`src/rtl/stby_pkg.sv`:
```
package stby_pkg;
   typedef enum logic [2:0] {
      PM_RUN     = 3'd0,
      PM_SWSTBY  = 3'd1,
      PM_SETTLE  = 3'd2,
      PM_RSTHOLD = 3'd3,
      PM_HWSTBY  = 3'd4
   } pm_state_t;

   localparam int SETTLE_CODE_W = 3;
   localparam int SETTLE_FULL_W = 19;
endpackage

```
`src/rtl/stby_wake_qual.sv`:
```
module stby_wake_qual #(
   parameter int NUM_IRQ = 3
) (
   input  logic               nmi,
   input  logic [NUM_IRQ-1:0] irq,
   input  logic [NUM_IRQ-1:0] irq_en,
   input  logic [NUM_IRQ-1:0] irq_mask,
   input  logic [NUM_IRQ-1:0] irq_route,
   output logic [NUM_IRQ:0]   hit,
   output logic               any_hit
);
   assign hit[0] = nmi;

   for (genvar i = 0; i < NUM_IRQ; i++) begin : g_line
      assign hit[i+1] = irq[i] & irq_en[i] & ~irq_mask[i] & ~irq_route[i];
   end

   assign any_hit = |hit;
endmodule

```
`src/rtl/stby_wake_prio.sv`:
```
module stby_wake_prio #(
   parameter int NUM_SRC = 4,
   parameter int SRC_W   = 2
) (
   input  logic [NUM_SRC-1:0] pend,
   output logic [SRC_W-1:0]   src
);
   always_comb begin
      src = '0;
      for (int i = NUM_SRC - 1; i >= 0; i--) begin
         if (pend[i]) src = SRC_W'(i);
      end
   end
endmodule

```
`src/rtl/stby_settle_timer.sv`:
```
module stby_settle_timer
   import stby_pkg::*;
#(
   parameter int SHIFT = 0
) (
   input  logic                     clk,
   input  logic                     rst_n,
   input  logic                     load,
   input  logic [SETTLE_CODE_W-1:0] code,
   input  logic                     active,
   input  logic                     tick,
   output logic                     done
);
   localparam int CNT_W = SETTLE_FULL_W - SHIFT;

   logic [CNT_W-1:0] cnt;

   function automatic logic [CNT_W-1:0] span(input logic [SETTLE_CODE_W-1:0] c);
      logic [SETTLE_FULL_W-1:0] full;
      if (c < 3'd6) full = SETTLE_FULL_W'(1) << (13 + int'(c));
      else          full = SETTLE_FULL_W'(1) << (3 + int'(c));
      return CNT_W'(full >> SHIFT);
   endfunction

   always_ff @(posedge clk or negedge rst_n) begin
      if (!rst_n)                            cnt <= '0;
      else if (load)                         cnt <= span(code);
      else if (active && tick && cnt > CNT_W'(1)) cnt <= cnt - 1'b1;
   end

   assign done = active & tick & (cnt == CNT_W'(1));

   assert_span_live_R5: assert property (@(posedge clk) disable iff (!rst_n)
      active |-> (cnt != '0));
   assert_span_step_R5: assert property (@(posedge clk) disable iff (!rst_n)
      (active && !tick && !load) |=> $stable(cnt));
endmodule

```
`src/rtl/stby_power_seq.sv`:
```
module stby_power_seq
   import stby_pkg::*;
#(
   parameter int NUM_IRQ      = 3,
   parameter int SETTLE_SHIFT = 0,
   localparam int NUM_SRC     = NUM_IRQ + 1,
   localparam int SRC_W       = $clog2(NUM_SRC)
) (
   input  logic                     clk,
   input  logic                     por_n,
   input  logic                     ref_tick,
   input  logic                     sleep_req,
   input  logic                     stby_sel,
   input  logic                     bus_float_sel,
   input  logic [SETTLE_CODE_W-1:0] settle_code,
   input  logic                     nmi,
   input  logic [NUM_IRQ-1:0]       irq,
   input  logic [NUM_IRQ-1:0]       irq_en,
   input  logic [NUM_IRQ-1:0]       irq_cpu_mask,
   input  logic [NUM_IRQ-1:0]       irq_dma_route,
   input  logic                     rst_pin_n,
   input  logic                     hwstby_n,
   output logic                     osc_en,
   output logic                     clk_en,
   output logic                     bus_hiz,
   output logic                     hw_stby,
   output logic                     wake_req,
   output logic [SRC_W-1:0]         wake_src,
   output logic [NUM_SRC-1:0]       wake_pend,
   output logic                     reset_exc
);
   initial begin : elab_checks
      assert (NUM_IRQ >= 1 && NUM_IRQ <= 7)
         else $error("NUM_IRQ out of range");
      assert (SETTLE_SHIFT >= 0 && SETTLE_SHIFT <= 9)
         else $error("SETTLE_SHIFT out of range");
   end

   pm_state_t          state_q, state_d;
   logic [NUM_SRC-1:0] hit;
   logic               any_hit;
   logic               settle_done;
   logic               load;
   logic               hiz_q;
   logic [NUM_SRC-1:0] pend_q;
   logic               wake_q;
   logic               rexc_q;

   stby_wake_qual #(.NUM_IRQ(NUM_IRQ)) u_qual (
      .nmi       (nmi),
      .irq       (irq),
      .irq_en    (irq_en),
      .irq_mask  (irq_cpu_mask),
      .irq_route (irq_dma_route),
      .hit       (hit),
      .any_hit   (any_hit)
   );

   stby_settle_timer #(.SHIFT(SETTLE_SHIFT)) u_timer (
      .clk    (clk),
      .rst_n  (por_n),
      .load   (load),
      .code   (settle_code),
      .active (state_q == PM_SETTLE),
      .tick   (ref_tick),
      .done   (settle_done)
   );

   stby_wake_prio #(.NUM_SRC(NUM_SRC), .SRC_W(SRC_W)) u_prio (
      .pend (pend_q),
      .src  (wake_src)
   );

   always_comb begin
      state_d = state_q;
      if (!hwstby_n) begin
         state_d = PM_HWSTBY;
      end else begin
         case (state_q)
            PM_HWSTBY:  if (!rst_pin_n) state_d = PM_RSTHOLD;
            PM_RSTHOLD: if (rst_pin_n)  state_d = PM_RUN;
            PM_RUN: begin
               if (!rst_pin_n)                  state_d = PM_RSTHOLD;
               else if (sleep_req && stby_sel) state_d = PM_SWSTBY;
            end
            PM_SWSTBY: begin
               if (!rst_pin_n)   state_d = PM_RSTHOLD;
               else if (any_hit) state_d = PM_SETTLE;
            end
            PM_SETTLE: begin
               if (!rst_pin_n)       state_d = PM_RSTHOLD;
               else if (settle_done) state_d = PM_RUN;
            end
            default: state_d = PM_RUN;
         endcase
      end
   end

   assign load = (state_q == PM_SWSTBY) && (state_d == PM_SETTLE);

   always_ff @(posedge clk or negedge por_n) begin
      if (!por_n) begin
         state_q <= PM_RUN;
         hiz_q   <= 1'b0;
         pend_q  <= '0;
         wake_q  <= 1'b0;
         rexc_q  <= 1'b0;
      end else begin
         state_q <= state_d;
         if (state_q == PM_RUN && state_d == PM_SWSTBY) hiz_q <= bus_float_sel;
         if (load) pend_q <= hit;
         wake_q <= (state_q == PM_SETTLE)  && (state_d == PM_RUN);
         rexc_q <= (state_q == PM_RSTHOLD) && (state_d == PM_RUN);
      end
   end

   always_comb begin
      osc_en  = 1'b1;
      clk_en  = 1'b1;
      bus_hiz = 1'b0;
      hw_stby = 1'b0;
      case (state_q)
         PM_SWSTBY: begin osc_en = 1'b0; clk_en = 1'b0; bus_hiz = hiz_q; end
         PM_SETTLE: begin clk_en = 1'b0; bus_hiz = hiz_q; end
         PM_HWSTBY: begin
            osc_en = 1'b0; clk_en = 1'b0; bus_hiz = 1'b1; hw_stby = 1'b1;
         end
         default: ;
      endcase
   end

   assign wake_req  = wake_q;
   assign reset_exc = rexc_q;
   assign wake_pend = pend_q;

   // entry and ignore paths
   assert_stby_entry_R2: assert property (@(posedge clk) disable iff (!por_n)
      (state_q == PM_RUN && sleep_req && stby_sel && hwstby_n && rst_pin_n)
      |=> (!osc_en && !clk_en));
   assert_sleep_ignored_R2: assert property (@(posedge clk) disable iff (!por_n)
      (state_q == PM_RUN && sleep_req && !stby_sel && hwstby_n && rst_pin_n)
      |=> (osc_en && clk_en));
   // bus mode captured at entry
   assert_bus_mode_R3: assert property (@(posedge clk) disable iff (!por_n)
      (state_q == PM_RUN && sleep_req && stby_sel && hwstby_n && rst_pin_n)
      |=> (bus_hiz == $past(bus_float_sel)));
   // blocked lines keep standby
   assert_blocked_stays_R4: assert property (@(posedge clk) disable iff (!por_n)
      (state_q == PM_SWSTBY && !nmi && hwstby_n && rst_pin_n &&
       ((irq & irq_en & ~irq_cpu_mask & ~irq_dma_route) == '0))
      |=> (!osc_en && !clk_en));
   // oscillator first, clocks later
   assert_osc_first_R5: assert property (@(posedge clk) disable iff (!por_n)
      (state_q == PM_SWSTBY && nmi && hwstby_n && rst_pin_n)
      |=> (osc_en && !clk_en));
   // wake pulse shape and source
   assert_wake_pulse_R6: assert property (@(posedge clk) disable iff (!por_n)
      wake_req |=> !wake_req);
   assert_wake_src_R6: assert property (@(posedge clk) disable iff (!por_n)
      wake_req |-> (wake_pend[wake_src] && clk_en));
   // reset brings clocks back at once
   assert_reset_fast_R7: assert property (@(posedge clk) disable iff (!por_n)
      (!rst_pin_n && hwstby_n) |=> (osc_en && clk_en && !bus_hiz));
   // reset exception follows reset hold
   assert_reset_exc_R8: assert property (@(posedge clk) disable iff (!por_n)
      reset_exc |-> ($past(state_q) == PM_RSTHOLD));
   // hardware standby overrides everything
   assert_hw_force_R9: assert property (@(posedge clk) disable iff (!por_n)
      !hwstby_n |=> (hw_stby && !osc_en && !clk_en && bus_hiz));
   // only a reset leaves hardware standby
   assert_hw_hold_R10: assert property (@(posedge clk) disable iff (!por_n)
      (hw_stby && hwstby_n && rst_pin_n) |=> hw_stby);
   // no wake pulse while still settling
   assert_settle_quiet_R11: assert property (@(posedge clk) disable iff (!por_n)
      (state_q == PM_SETTLE) |-> !wake_req);
endmodule

```
`config.mk`:
```
export PLATFORM = sky130hd
export DESIGN_NAME = stby_power_seq
export DESIGN_NICKNAME = d
export VERILOG_FILES = /design/src/rtl/stby_pkg.sv /design/src/rtl/stby_wake_qual.sv /design/src/rtl/stby_wake_prio.sv /design/src/rtl/stby_settle_timer.sv /design/src/rtl/stby_power_seq.sv
export SDC_FILE = /design/constraint.sdc
export NUM_CORES = 1
export LEC_CHECK = 0
export ABC_CLOCK_PERIOD_IN_PS = 2800
export BUFFER_PORTS_ARGS = -buffer_cell sky130_fd_sc_hd__buf_2
export CORE_MARGIN = 4
export CORE_UTILIZATION = 40
export CTS_CLUSTER_SIZE = 25
export DETAILED_ROUTE_END_ITERATION = 7
export GPL_TIMING_DRIVEN = 0
export PLACE_DENSITY = 0.61
export SLEW_MARGIN = 20
export SYNTH_ARGS = -nofsm -noshare
export SYNTH_HDL_FRONTEND = slang
export SYNTH_HIERARCHICAL = 1
export SYNTH_SLANG_ARGS = --single-unit
export TNS_END_PERCENT = 20
```
`constraint.sdc`:
```
create_clock -name clk -period 2.8 [get_ports clk]
set_input_delay 0.28 -clock clk [delete_from_list [all_inputs] [get_ports clk]]
set_output_delay 0.28 -clock clk [all_outputs]
set_load 0.01 [all_outputs]
```
; ---- Yosys cells after proc, flatten, opt, wreduce, memory -nomap -nowiden
; Index checks and enable logic that the tools add are counted.
[op_classes]
n_addsub = 3
mul = 0
div = 0
magnitude_cmp = 2
n_eq_ne = 7
shifts = 2
mux = 21
bitwise = 17
reduce_logical = 14
[op_table]
columns = operator, n
row1 = $shl 1x32->19 const A, 2
row2 = $mux 19, 3
row3 = $mux 3, 9
row4 = $eq 19x1->1 const B, 1
row5 = $gt 19x1->1 const B, 1
row6 = $sub 19x1->19 const B, 1
row7 = $pmux 3 s5, 1
row8 = $and 1x1->1, 11
row9 = $eq 3x2->1 const B, 3
row10 = $mux 2, 4
row11 = $logic_and 1x1->1, 7
row12 = $eq 3x1->1 const B, 2
row13 = $logic_not 3->1, 2
row14 = $not 1->1, 6
row15 = $add 4x3->5 const A, 1
row16 = $add 2x3->4 const A, 1
row17 = $reduce_or 2->1, 2
row18 = $reduce_or 4->1, 1
row19 = $eq 3x3->1 const B, 1
row20 = $lt 3x3->1 const B, 1
row21 = $mux 1, 3
row22 = $reduce_or 3->1, 1
row23 = $pmux 1 s2, 1
row24 = $reduce_bool 2->1, 1
[totals]
ff_bits = 29
latchBits = 0
ramBits = 0
mem_bits_ro = 0
mem_count = 0

; ---- Logic depth before layout (Yosys ltp)
; Gate-level depths: netlist of the first run.
[logic_depth]
ltp_word = 11
mapped_depth = 8

; ---- By module
; The synthesis of the first run kept the hierarchy.
[modules_own_cells]
columns = module, n_inst, cells_each, area_per_inst_um2, seq_area_each_um2
row1 = stby_settle_timer, 1, 144, 1333.8, 475.5
row2 = stby_power_seq, 1, 54, 579.3, 250.2
row3 = stby_wake_qual, 1, 5, 56.3, 0.0
row4 = stby_wake_prio, 1, 5, 27.5, 0.0

; ---- Worst setup path after synthesis of the first run
; No wires, ideal clock.
[synth_timing]
path_type = reg2reg
startpoint = reg state_q[0]
endpoint = reg u_timer.cnt[15]
setup_time_ps = 119
arrival_time_ps = 1854
setup_slack_ps = 827
stages_incl_launch_ff = 8
cell_sequence = dfrtp_1 -> buf_2 -> nor3b_2 -> nand2_1 -> a211oi_1 -> nand3b_1 -> xnor2_1 -> o21a_1
[synth_via]
elab_chain_cells = 10
word_cells_on_any_way = 23
cone_classes = eq/ne (5) / mux (11) / bitwise (2) / reduce/logical (5)
[synth_lines]
columns = element, line_no
row1 = from (decl), stby_power_seq.sv:39  ; pm_state_t state_q, state_d;
row2 = from (signal assigned), stby_power_seq.sv:109  ; state_q <= state_d;
row3 = $eq 3x2->1, "stby_power_seq.sv:64, stby_power_seq.sv:79"
row4 = $and 1x1->1 (2 in series), stby_settle_timer.sv:31  ; assign done = active & tick & (cnt == CNT_W'(1));
row5 = $mux 3, stby_power_seq.sv:92  ; else if (settle_done) state_d = PM_RUN;
row6 = $mux 3, stby_power_seq.sv:91  ; if (!rst_pin_n) state_d = PM_RSTHOLD;
row7 = $pmux 3 s5, stby_power_seq.sv:79  ; case (state_q)
row8 = $mux 3, stby_power_seq.sv:76  ; if (!hwstby_n) begin
row9 = $eq 3x2->1, stby_power_seq.sv:99  ; assign load = (state_q == PM_SWSTBY) && (state_d == PM_SETTLE);
row10 = $logic_and 1x1->1, stby_power_seq.sv:99
row11 = $mux 19 / $reduce_bool 2->1 (equally long branches), -
row12 = to (signal assigned), stby_settle_timer.sv:27  ; else if (load) cnt <= span(code);
row13 = to (signal assigned), stby_settle_timer.sv:28  ; else if (active && tick && cnt > CNT_W'(1)) cnt <= cnt - 1'b1;
row14 = to (decl), stby_settle_timer.sv:16  ; logic [CNT_W-1:0] cnt;
; Several ways; a longest one is shown, not always the timed one.
; A chain may end at the register's enable or synchronous reset.

; ---- Worst setup path in the final report of the first run
; Ends and elaborated chain as after synthesis.

==> results of run 1 <==
==> layer usage <==
layer  vias to the layer above  wire length [um]  global-route usage  part of all wire
met5                         -                 0                   0                 0
met4                         0                29              0.0577            0.0066
met3                         2               244              0.0493             0.055
met2                        51              2050               0.252              0.46
met1                       794              2090               0.200              0.47
li1                        838                 -                   -                 -
==> power groups by stage <==
stage | Combinational, mW | Clock (mW) | Sequential [mW]
6_report | 0.729 | 0.348 | 0.697
5_1_grt | 0.802 | 0.386 | 0.718
4_1_cts | 0.729 | 0.361 | 0.695
3_5_place_dp | 0.726 | 0 | 0.701
3_3_place_gp | 0.721 | 0 | 0.699
2_1_floorplan | 0.583 | 0 | 0.672
==> area by class of cell <==
class | instances | area (um2) | area share
multi-input cells | 161 | 1160 | 0.494
flip-flops and latches | 29 | 726 | 0.310
repair buffers | 35 | 175 | 0.0748
clock buffers | 7 | 86.3 | 0.0369
plain buffers | 10 | 83.8 | 0.0358
well taps | 67 | 83.8 | 0.0358
inverters | 8 | 30.0 | 0.0128
==> kinds of logic (layout without fill, tap and decap cells) <==
group                    after synthesis  after routing  share of synthesized area
AO/OA/AOI/OAI                         44             44                      0.154
buffers and inverters                 18             60                     0.0570
flip-flops                            29             29                      0.363
XOR/XNOR                              17             17                     0.0746
multiplexers                           5              5                     0.0357
adder cells (fa/ha/maj)                4              4                     0.0251
AND/OR/NAND/NOR                       91             91                      0.291
==> sequential cells by signal, indices dropped and copies added, names as in the netlist <==
register     cells
wake_pend        4
state_q          3
reset_exc        1
u_timer/cnt     19
wake_req         1
hiz_q            1
==> stage by stage <==
| stage | power, mW | instances | hold WS [ps] |
|---|---|---|---|
| floorplan | 1.26 | 208 | -15.6 |
| global placement | 1.42 | 310 | 354 |
| detailed placement | 1.43 | 310 | 360 |
| CTS | 1.79 | 317 | 48.0 |
| global route | 1.91 | 317 | 80.8 |
| finish | 1.77 | 317 | 28.9 |
==> layout by cell type (no fill, tap or decap), drive strengths merged, types with 2 or more instances in the layout <==
cell type,synthesis,routed
o21bai,2,2
dfrtp,29,29
mux2,5,5
nor3b,4,4
a211oi,2,2
nor2b,2,2
nand2b,5,5
nand4b,3,3
buf,7,42
or4,3,3
nor4,3,3
and3b,2,2
nor3,6,6
and4bb,3,3
a31oi,3,3
a21oi,6,6
and4,3,3
o22ai,4,4
o21ai,12,12
nand2,16,16
inv,8,8
xnor2,5,5
nand3,7,7
o32ai,2,2
o21a,2,2
ha,4,4
nor2,23,23
o22a,2,2
or3,3,3
nand3b,3,3
xor2,12,12
nand4,2,2
clkbuf,3,10
==> path summary, 6_finish.rpt <==
kind | cells after the start | end | start | slack, ps
worst max-delay path | 7 | u_timer/cnt[15] | state_q[0] | 400
worst min-delay path | 1 | u_timer/cnt[0] | por_n | 30
worst max register to register | 7 | u_timer/cnt[15] | state_q[0] | 400
worst min register to register | 1 | u_timer/cnt[13] | u_timer/cnt[13] | 490
max in group asynchronous | 1 | u_timer/cnt[8] | por_n | 2340
min in group clk | 2 | state_q[2] | hwstby_n | 190
==> impl_metrics.py, run 1 <==
metrics = {
    "status": {
        "status": "complete, no violations",
    },
    "clock_tree": {
        "path_clk_slew_ps": 60,
        "cts-root-buf": "clkbuf_8",
        "ctsHoldBuffers": 0,
        "clk_latency_ps": 280,
        "cts_buffer_depth": 2,
        "cts-buffers-inserted": 5,
        "htreeDepth": 2,
        "post_cts_buffers": 0,
        "cts_tree": "yes",
        "clock-sinks": 29,
        "cts_resized": 0,
    },
    "yosys": {
        "ys_seq_area_frac": 0.363,
        "ys_ff_latch": 29,
        "netlist_area_um2": 2000,
        "synth.distinct_cells": 61,
        "synthCells": 208,
        "yosysMostFrequentCell": "dfrtp_1",
        "async_reset_ff_frac": 1.00,
        "yosys_warnings": 6,
        "synth_edf_count": 0,
        "synth_commonest_cells": "dfrtp_1 (29), nor2_1 (22), nand2_1 (16)",
        "ys.flop_type": "dfrtp_1",
        "synth_top_area_frac": 0.363,
        "yosysTopAreaCell": "dfrtp_1",
        "synth_area_leaders": "dfrtp_1 (36%), xor2_1 (5.3%), nor2_1 (4.1%)",
        "synth_nets": 236,
        "synth_area_per_cell_um2": 9.60,
    },
    "power_and_ir_drop": {
        "swShare": 0.390,
        "p_int_mw": 1.08,
        "power_frac_comb": 0.411,
        "pwr-share-clk": 0.196,
        "p_leak_nw": 1.02,
        "power_density_nw_per_um2": 757,
        "seq_power_share": 0.393,
        "ir_drop_v": 0.000269,
        "p_sw_mw": 0.691,
    },
    "place": {
        "place_ws_ps": 434,
        "hpwl_mm": 3.25,
        "placed_area_um2": 2260,
        "gp_congestion": 0.842,
        "port_buffers": 35,
    },
    "grt": {
        "overflow": 0,
        "grt_max_degree": 30,
        "grt_pass1_vias": 1660,
        "grtUsageTotal": 0.158,
        "antenna_found_initial": 0,
        "grt_pass1_wl_mm": 7.61,
    },
    "sta": {
        "relSlewSlack": 0.437,
        "fmax_mhz": 416,
        "finalMaxSlewViolations": 0,
        "hold_viol": 0,
        "grt_setup_unrepaired": "no",
        "fin_ws_ps": 398,
        "layout_min_cycle_time_ps": 2400,
        "worst_pin_slew_ps": 840,
        "fin_skew_ps": 5.58,
        "finalSetupTns_ps": 0,
        "period_share": 0.858,
        "setup_viol": 0,
    },
    "routing": {
        "drt_iter0_drc": 157,
        "dr.pass1.iters": 4,
        "wire_per_inst_um": 13.9,
        "drc_errors": 0,
        "vias": 1685,
        "routed_wl_mm": 4.41,
        "postRouteAntennaNets": 0,
        "routed_via_density": 5.32,
    },
    "flow_run": {
        "maxCapViolCount": 0,
    },
    "worst_setup_path": {
        "path_cells": "buf_2 > nor3b_2 > nand2_1 > a211oi_1 > nand3b_1 > xnor2_1 > o21a_1",
        "crit_arrival_ps": 2580,
        "crit_fanout": 10,
        "worstSetupPathType": "reg2reg",
        "critPathBufInv": 1,
        "required_ps": 2970,
        "cp-end-kind": "flip-flop",
        "critPathLaunchType": "flip-flop",
        "cp_top_family": "compound AO/OA/AOI/OAI gates",
        "max_stage_delay_ps": 750,
        "cpMaxStageDelayCell": "a211oi_1",
    },
    "floorplan": {
        "dieHeight_um": 78.7,
        "start_util": 0.417,
        "rows": 25,
        "die_x_um": 78.7,
        "top_level_ports": 36,
        "die_area_um2": 6190,
        "core_area_um2": 4790,
    },
    "final_layout": {
        "num-fill-cells": 449,
        "layout.nets": 278,
        "final_area_um2": 2340,
        "utilization": 0.489,
        "drive_above_1_share": 0.300,
        "syn_to_final_growth_pct": 17.3,
        "antenna_cells": 0,
    },
    "hold_path": {
        "min_path_type": "in2async",
    },
}
Power figures use the tool's default switching activity.
==> run 2: changes to the inputs <==
--- a/config.mk
+++ b/config.mk
@@ -5,14 +5,15 @@
 export SDC_FILE = /design/constraint.sdc
 export NUM_CORES = 1
 export LEC_CHECK = 0
+export ABC_AREA = 1
 export ABC_CLOCK_PERIOD_IN_PS = 2800
 export BUFFER_PORTS_ARGS = -buffer_cell sky130_fd_sc_hd__buf_2
 export CORE_MARGIN = 4
-export CORE_UTILIZATION = 40
+export CORE_UTILIZATION = 35
 export CTS_CLUSTER_SIZE = 25
 export DETAILED_ROUTE_END_ITERATION = 7
 export GPL_TIMING_DRIVEN = 0
-export PLACE_DENSITY = 0.61
+export PLACE_DENSITY = 0.54
 export SLEW_MARGIN = 20
 export SYNTH_ARGS = -nofsm -noshare
 export SYNTH_HDL_FRONTEND = slang
==> run 2 against run 1 <==
Net effect:
- via count increased by 43%
- power up 24%
- core utilization fell by 6.0 points
- worst hold slack got worse by 4.4 ps
==> impl_metrics.py, run 2 <==
metrics = {
    "clock_tree": {
        "cts_resized": 0,
        "clk_latency_ps": 280,
        "ctsHoldBuffers": 0,
        "clock-sinks": 29,
        "cts_buffer_depth": 2,
        "path_clk_slew_ps": 70,
        "cts_tree": "yes",
        "post_cts_buffers": 0,
        "cts-root-buf": "clkbuf_8",
        "cts-buffers-inserted": 5,
        "htreeDepth": 2,
    },
    "place": {
        "hpwl_mm": 4.69,
        "port_buffers": 35,
        "gp_congestion": 0.856,
    },
    "routing": {
        "dr.pass1.iters": 4,
        "postRouteAntennaNets": 0,
        "routed_wl_mm": 6.12,
        "drc_errors": 0,
        "wire_per_inst_um": 12.2,
        "routed_via_density": 4.80,
        "drt_iter0_drc": 102,
        "vias": 2411,
    },
    "floorplan": {
        "die_area_um2": 8240,
        "top_level_ports": 36,
        "rows": 29,
        "dieHeight_um": 90.8,
        "die_x_um": 90.8,
        "start_util": 0.369,
        "core_area_um2": 6490,
    },
    "sta": {
        "grt_setup_unrepaired": "no",
        "layout_min_cycle_time_ps": 2430,
        "setup_viol": 0,
        "worst_pin_slew_ps": 669,
        "fin_skew_ps": 9.72,
        "hold_viol": 0,
        "finalSetupTns_ps": 0,
        "period_share": 0.866,
        "fmax_mhz": 412,
        "relSlewSlack": 0.554,
        "finalMaxSlewViolations": 0,
    },
    "hold_path": {
        "min_path_type": "in2async",
    },
    "final_layout": {
        "syn_to_final_growth_pct": 16.2,
        "layout.nets": 452,
        "layout_commonest_cell": "nand2_1",
        "drive_above_1_share": 0.219,
        "final_cell_mix": "nand2_1 (148), nor2_1 (45), inv_1 (40), buf_2 (37), nand3_1 (34)",
        "antenna_cells": 0,
        "largest_reg_flops": 19,
        "regMostFlops": "u_timer/cnt",
    },
    "power_and_ir_drop": {
        "p_sw_mw": 0.987,
        "seq_power_share": 0.314,
        "fin_total_pwr_mw": 2.20,
        "power_density_nw_per_um2": 789,
        "pwr-share-clk": 0.209,
        "p_int_mw": 1.21,
        "p_leak_nw": 1.57,
        "ir_drop_v": 0.000249,
        "swShare": 0.449,
        "power_frac_comb": 0.477,
    },
    "grt": {
        "grt_pass1_vias": 2372,
        "grt_util_met2": 0.271,
        "antenna_found_initial": 0,
        "globalRouteMet3Util": 0.0317,
        "use_met1": 0.214,
        "overflow": 0,
        "grt-busiest-layer": "met2",
        "grt_max_degree": 30,
        "grt_pass1_wl_mm": 11.0,
        "grtUsageTotal": 0.164,
    },
    "worst_setup_path": {
        "required_ps": 3020,
        "crit_arrival_ps": 2650,
        "crit_fanout": 10,
        "worstSetupPathType": "reg2reg",
        "cp-end-kind": "flip-flop",
        "reg2reg_depth": 15,
        "critPathLaunchType": "flip-flop",
    },
    "status": {
        "status": "complete, no violations",
    },
    "yosys": {
        "synth_nets": 410,
        "yosys_warnings": 6,
        "ys_ff_latch": 29,
        "synth.distinct_cells": 30,
        "synth_area_per_cell_um2": 6.28,
        "synth_edf_count": 0,
        "synthCells": 382,
        "synth_commonest_cells": "nand2_1 (148), nor2_1 (45), inv_1 (40)",
        "async_reset_ff_frac": 1.00,
        "yosysMostFrequentCell": "nand2_1",
        "synth_area_leaders": "dfrtp_1 (30%), nand2_1 (23%), nand3_1 (7.1%)",
        "netlist_area_um2": 2400,
        "ys.flop_type": "dfrtp_1",
        "yosysTopAreaCell": "dfrtp_1",
        "synth_top_area_frac": 0.303,
        "ys_seq_area_frac": 0.303,
    },
    "flow_run": {
        "maxCapViolCount": 0,
    },
}
-- run 2: cell types whose count changed after synthesis, sizes merged, moves of 4 or more --
cell / change
o22ai: -4
nand2: +142
nor3b: -4
xor2: -9
nand4: +6
nand3: +28
nor3: -4
inv: +39
xnor2: -4
nor2: +35
mux2: -5
nand2b: -5
-- run 2: worst paths after layout --
kind | startpoint | to | slack (ps)
hold / removal | por_n | u_timer/cnt[14] | 20
setup / recovery | state_q[1] | u_timer/cnt[11] | 370
max in group asynchronous | por_n | state_q[1] | 2330
hold reg to reg | hiz_q | hiz_q | 500
min in group clk | bus_float_sel | hiz_q | 260
setup reg to reg | state_q[1] | u_timer/cnt[11] | 370
-- run 2: layout make-up --
type / instances / area (um2)
Buffer: 8 / 66.3
Clock buffer: 7 / 86.3
Clock inverter: 1 / 30.0
Fill cell: 721 / 3710
Inverter: 48 / 184
Multi-Input combinational cell: 297 / 1420
Sequential cell: 29 / 726
Tap cell: 77 / 96.3
Timing Repair Buffer: 35 / 175
-- run 2: power groups by stage --
stage          logic, mW  clock network, mW  registers, mW
6_report            1.05              0.459          0.689
3_5_place_dp        1.05                  0          0.693
2_1_floorplan      0.837                  0          0.656
3_3_place_gp        1.04                  0          0.693
4_1_cts             1.05              0.469          0.687
5_1_grt             1.24              0.487          0.709
-- run 2: worst max-delay path, cell delays in order, from the launching register on --
cell,delay (ps)
dfrtp_1,510
nor2_4,70
nand3_1,150
nand2_1,90
nor2_2,90
nand2_2,80
nand2_4,80
nand2_4,70
inv_4,80
buf_2,260
nand3_1,130
nor2_1,370
nand3_1,160
o21ai_0,100
nand2_1,70
nand2_1,70
-- run 2: per-stage QoR --
stage	hold slack, ps	setup slack [ps]	util	cells	area, um2
after global routing	104	75.4	0.429	502	2790
after global placement	377	220	0.411	494	2670
after CTS	66.0	343	0.429	502	2790
final	24.5	375	0.429	502	2790
after floorplan	-15.6	766	-	382	2400
after detailed placement	375	201	0.411	494	2670
-- run 2: cell families (layout without fill, tap and decap cells) --
| logic type | after synthesis | after routing | share of synthesized area |
|---|---|---|---|
| AO/OA/AOI/OAI | 24 | 24 | 0.0668 |
| XOR/XNOR | 4 | 4 | 0.0146 |
| flip-flops | 29 | 29 | 0.303 |
| adder cells (fa/ha/maj) | 4 | 4 | 0.0209 |
| buffers and inverters | 56 | 99 | 0.104 |
| AND/OR/NAND/NOR | 265 | 265 | 0.491 |
-- run 2: layer usage --
metal / routed length, um / part of all wire
met1: 2930 / 0.48
met4: 117 / 0.019
met2: 2810 / 0.46
met3: 259 / 0.042
met5: 0 / 0
==> run 3: changes to the inputs <==
==> constraint.sdc (replaced) <==
create_clock -name clk -period 2.8 [get_ports clk]
set_input_delay 0.14 -clock clk [delete_from_list [all_inputs] [get_ports clk]]
set_output_delay 0.14 -clock clk [all_outputs]
set_load 0.01 [all_outputs]
==> run 3 against run 2 <==
Net effect:
- non-clock buffer count grew 1
- die area is the same
- flip-flop and latch count is the same
- clock power is essentially flat
- routed wire length grew 0.23%
- sequential power is essentially flat
- maximum frequency shrank 0.52%
- cell count grew 0.20%
- worst setup slack lost 13 ps
- register-to-register slack is essentially flat
- largest cell class unchanged
- core utilization grew 0.15 points
==> impl_metrics.py, run 3 (synthesis results as in run 2) <==
metrics = {
    "status": {
        "status": "complete, no violations",
    },
    "place": {
        "port_buffers": 35,
        "gp_congestion": 0.856,
        "dp_cells": 494,
        "hpwl_mm": 4.69,
        "placed_area_um2": 2670,
    },
    "final_layout": {
        "drive_above_1_share": 0.218,
        "final_cell_mix": "nand2_1 (148), nor2_1 (45), inv_1 (40), buf_2 (37), nand3_1 (34)",
        "antenna_cells": 0,
        "largest_reg_flops": 19,
        "regMostFlops": "u_timer/cnt",
        "multiInputGateArea_um2": 1420,
        "layout_commonest_cell": "nand2_1",
        "num-fill-cells": 720,
        "utilization": 0.431,
        "syn_to_final_growth_pct": 16.6,
        "seqCellArea_um2": 726,
        "final_area_um2": 2800,
        "finalNonFillerCells": 503,
        "layout.nets": 453,
    },
    "sta": {
        "period_share": 0.871,
        "layout_min_cycle_time_ps": 2440,
        "fmax_mhz": 410,
        "setup_viol": 0,
        "worst_pin_slew_ps": 667,
        "fin_skew_ps": 10.9,
        "finalMaxSlewViolations": 0,
        "relSlewSlack": 0.555,
        "hold_viol": 0,
        "whs_ps": 123,
        "grt_setup_unrepaired": "no",
        "finalSetupTns_ps": 0,
    },
    "worst_setup_path": {
        "worstSetupPathType": "reg2reg",
        "crit_arrival_ps": 2660,
        "critPathLaunchType": "flip-flop",
        "reg2reg_depth": 15,
        "max_stage_delay_ps": 510,
        "cp-end-kind": "flip-flop",
        "crit_fanout": 10,
        "path_cells": "nor2_4 > nand3_1 > nand2_1 > nor2_2 > nand2_2 > nand2_4 > nand2_4 > inv_4 > buf_2 > nand3_1 > nor2_1 > nand3_1 > o21ai_0 > nand2_1 > nand2_1",
        "cpMaxStageDelayCell": "dfrtp_1",
        "required_ps": 3020,
    },
    "grt": {
        "grt_max_degree": 30,
        "grt_pass1_vias": 2372,
        "grtUsageTotal": 0.164,
        "overflow": 0,
        "antenna_found_initial": 0,
        "grt_pass1_wl_mm": 11.0,
    },
    "floorplan": {
        "top_level_ports": 36,
        "start_util": 0.369,
        "dieHeight_um": 90.8,
        "rows": 29,
        "die_x_um": 90.8,
        "die_area_um2": 8240,
        "core_area_um2": 6490,
    },
    "hold_path": {
        "hold_path_depth": 3,
        "min_path_type": "in2reg",
    },
    "clock_tree": {
        "post_cts_buffers": 0,
        "cts-root-buf": "clkbuf_8",
        "cts-buffers-inserted": 5,
        "path_clk_slew_ps": 60,
        "ctsHoldBuffers": 1,
        "htreeDepth": 2,
        "cts_tree": "yes",
        "clk_latency_ps": 280,
        "cts_buffer_depth": 2,
        "clock-sinks": 29,
        "cts_resized": 0,
    },
    "routing": {
        "routed_wl_mm": 6.13,
        "wire_per_inst_um": 12.2,
        "dr.pass1.iters": 4,
        "drc_errors": 0,
        "vias": 2416,
        "drt_iter0_drc": 127,
        "routed_via_density": 4.80,
        "postRouteAntennaNets": 0,
    },
    "power_and_ir_drop": {
        "p_leak_nw": 1.57,
        "ir_drop_v": 0.000249,
        "power_density_nw_per_um2": 787,
    },
    "flow_run": {
        "maxCapViolCount": 0,
    },
}
-- run 3: cell types whose count changed in the layout (fill, tap and decap cells not counted), sizes merged --
cell / previous run / this run
dlygate4sd3: 0 / 1
-- run 3: metal layers --
metal / GRT usage / wire length [um] / vias to the layer above
li1: - / - / 1269
met1: 0.215 / 2920 / 1074
met2: 0.271 / 2800 / 62
met3: 0.0308 / 297 / 11
met4: 0.0515 / 118 / 0
met5: 0 / 0 / -
-- run 3: report_power, final --
part | internal [mW] | switching [mW] | leakage (nW)
combinational | 0.382 | 0.669 | 1.14
sequential | 0.540 | 0.149 | 0.378
clock | 0.290 | 0.169 | 0.0585
-- run 3: final timing paths --
kind	from	end	slack, ps
worst min register to register	hiz_q	hiz_q	500
worst max-delay path	state_q[1]	u_timer/cnt[11]	360
max in group asynchronous	por_n	state_q[1]	1940
worst max register to register	state_q[1]	u_timer/cnt[11]	360
min in group asynchronous	por_n	u_timer/cnt[14]	420
worst min-delay path	bus_float_sel	hiz_q	120
-- run 3: through the flow --
stage	power (mW)	setup slack, ps
detailed placement	1.74	341
global route	2.44	75.4
finish	2.20	362
floorplan	1.49	829
CTS	2.21	343
global placement	1.73	360
-- run 3: final cells by class --
type                            count  area share
Tap cell                           77      0.0345
Sequential cell                    29       0.260
Clock buffer                        7      0.0309
Inverter                           48      0.0658
Timing Repair Buffer               36      0.0662
Multi-Input combinational cell    297       0.509
Buffer                              8      0.0237
Clock inverter                      1      0.0107
-- run 3: worst max-delay path, delay by kind of cell (launching register included) --
| kind | cells | cell delay (ps) |
|---|---|---|
| AND/OR/NAND/NOR | 12 | 1440 |
| flip-flops | 1 | 510 |
| buffers and inverters | 2 | 340 |
| AO/OA/AOI/OAI | 1 | 100 |
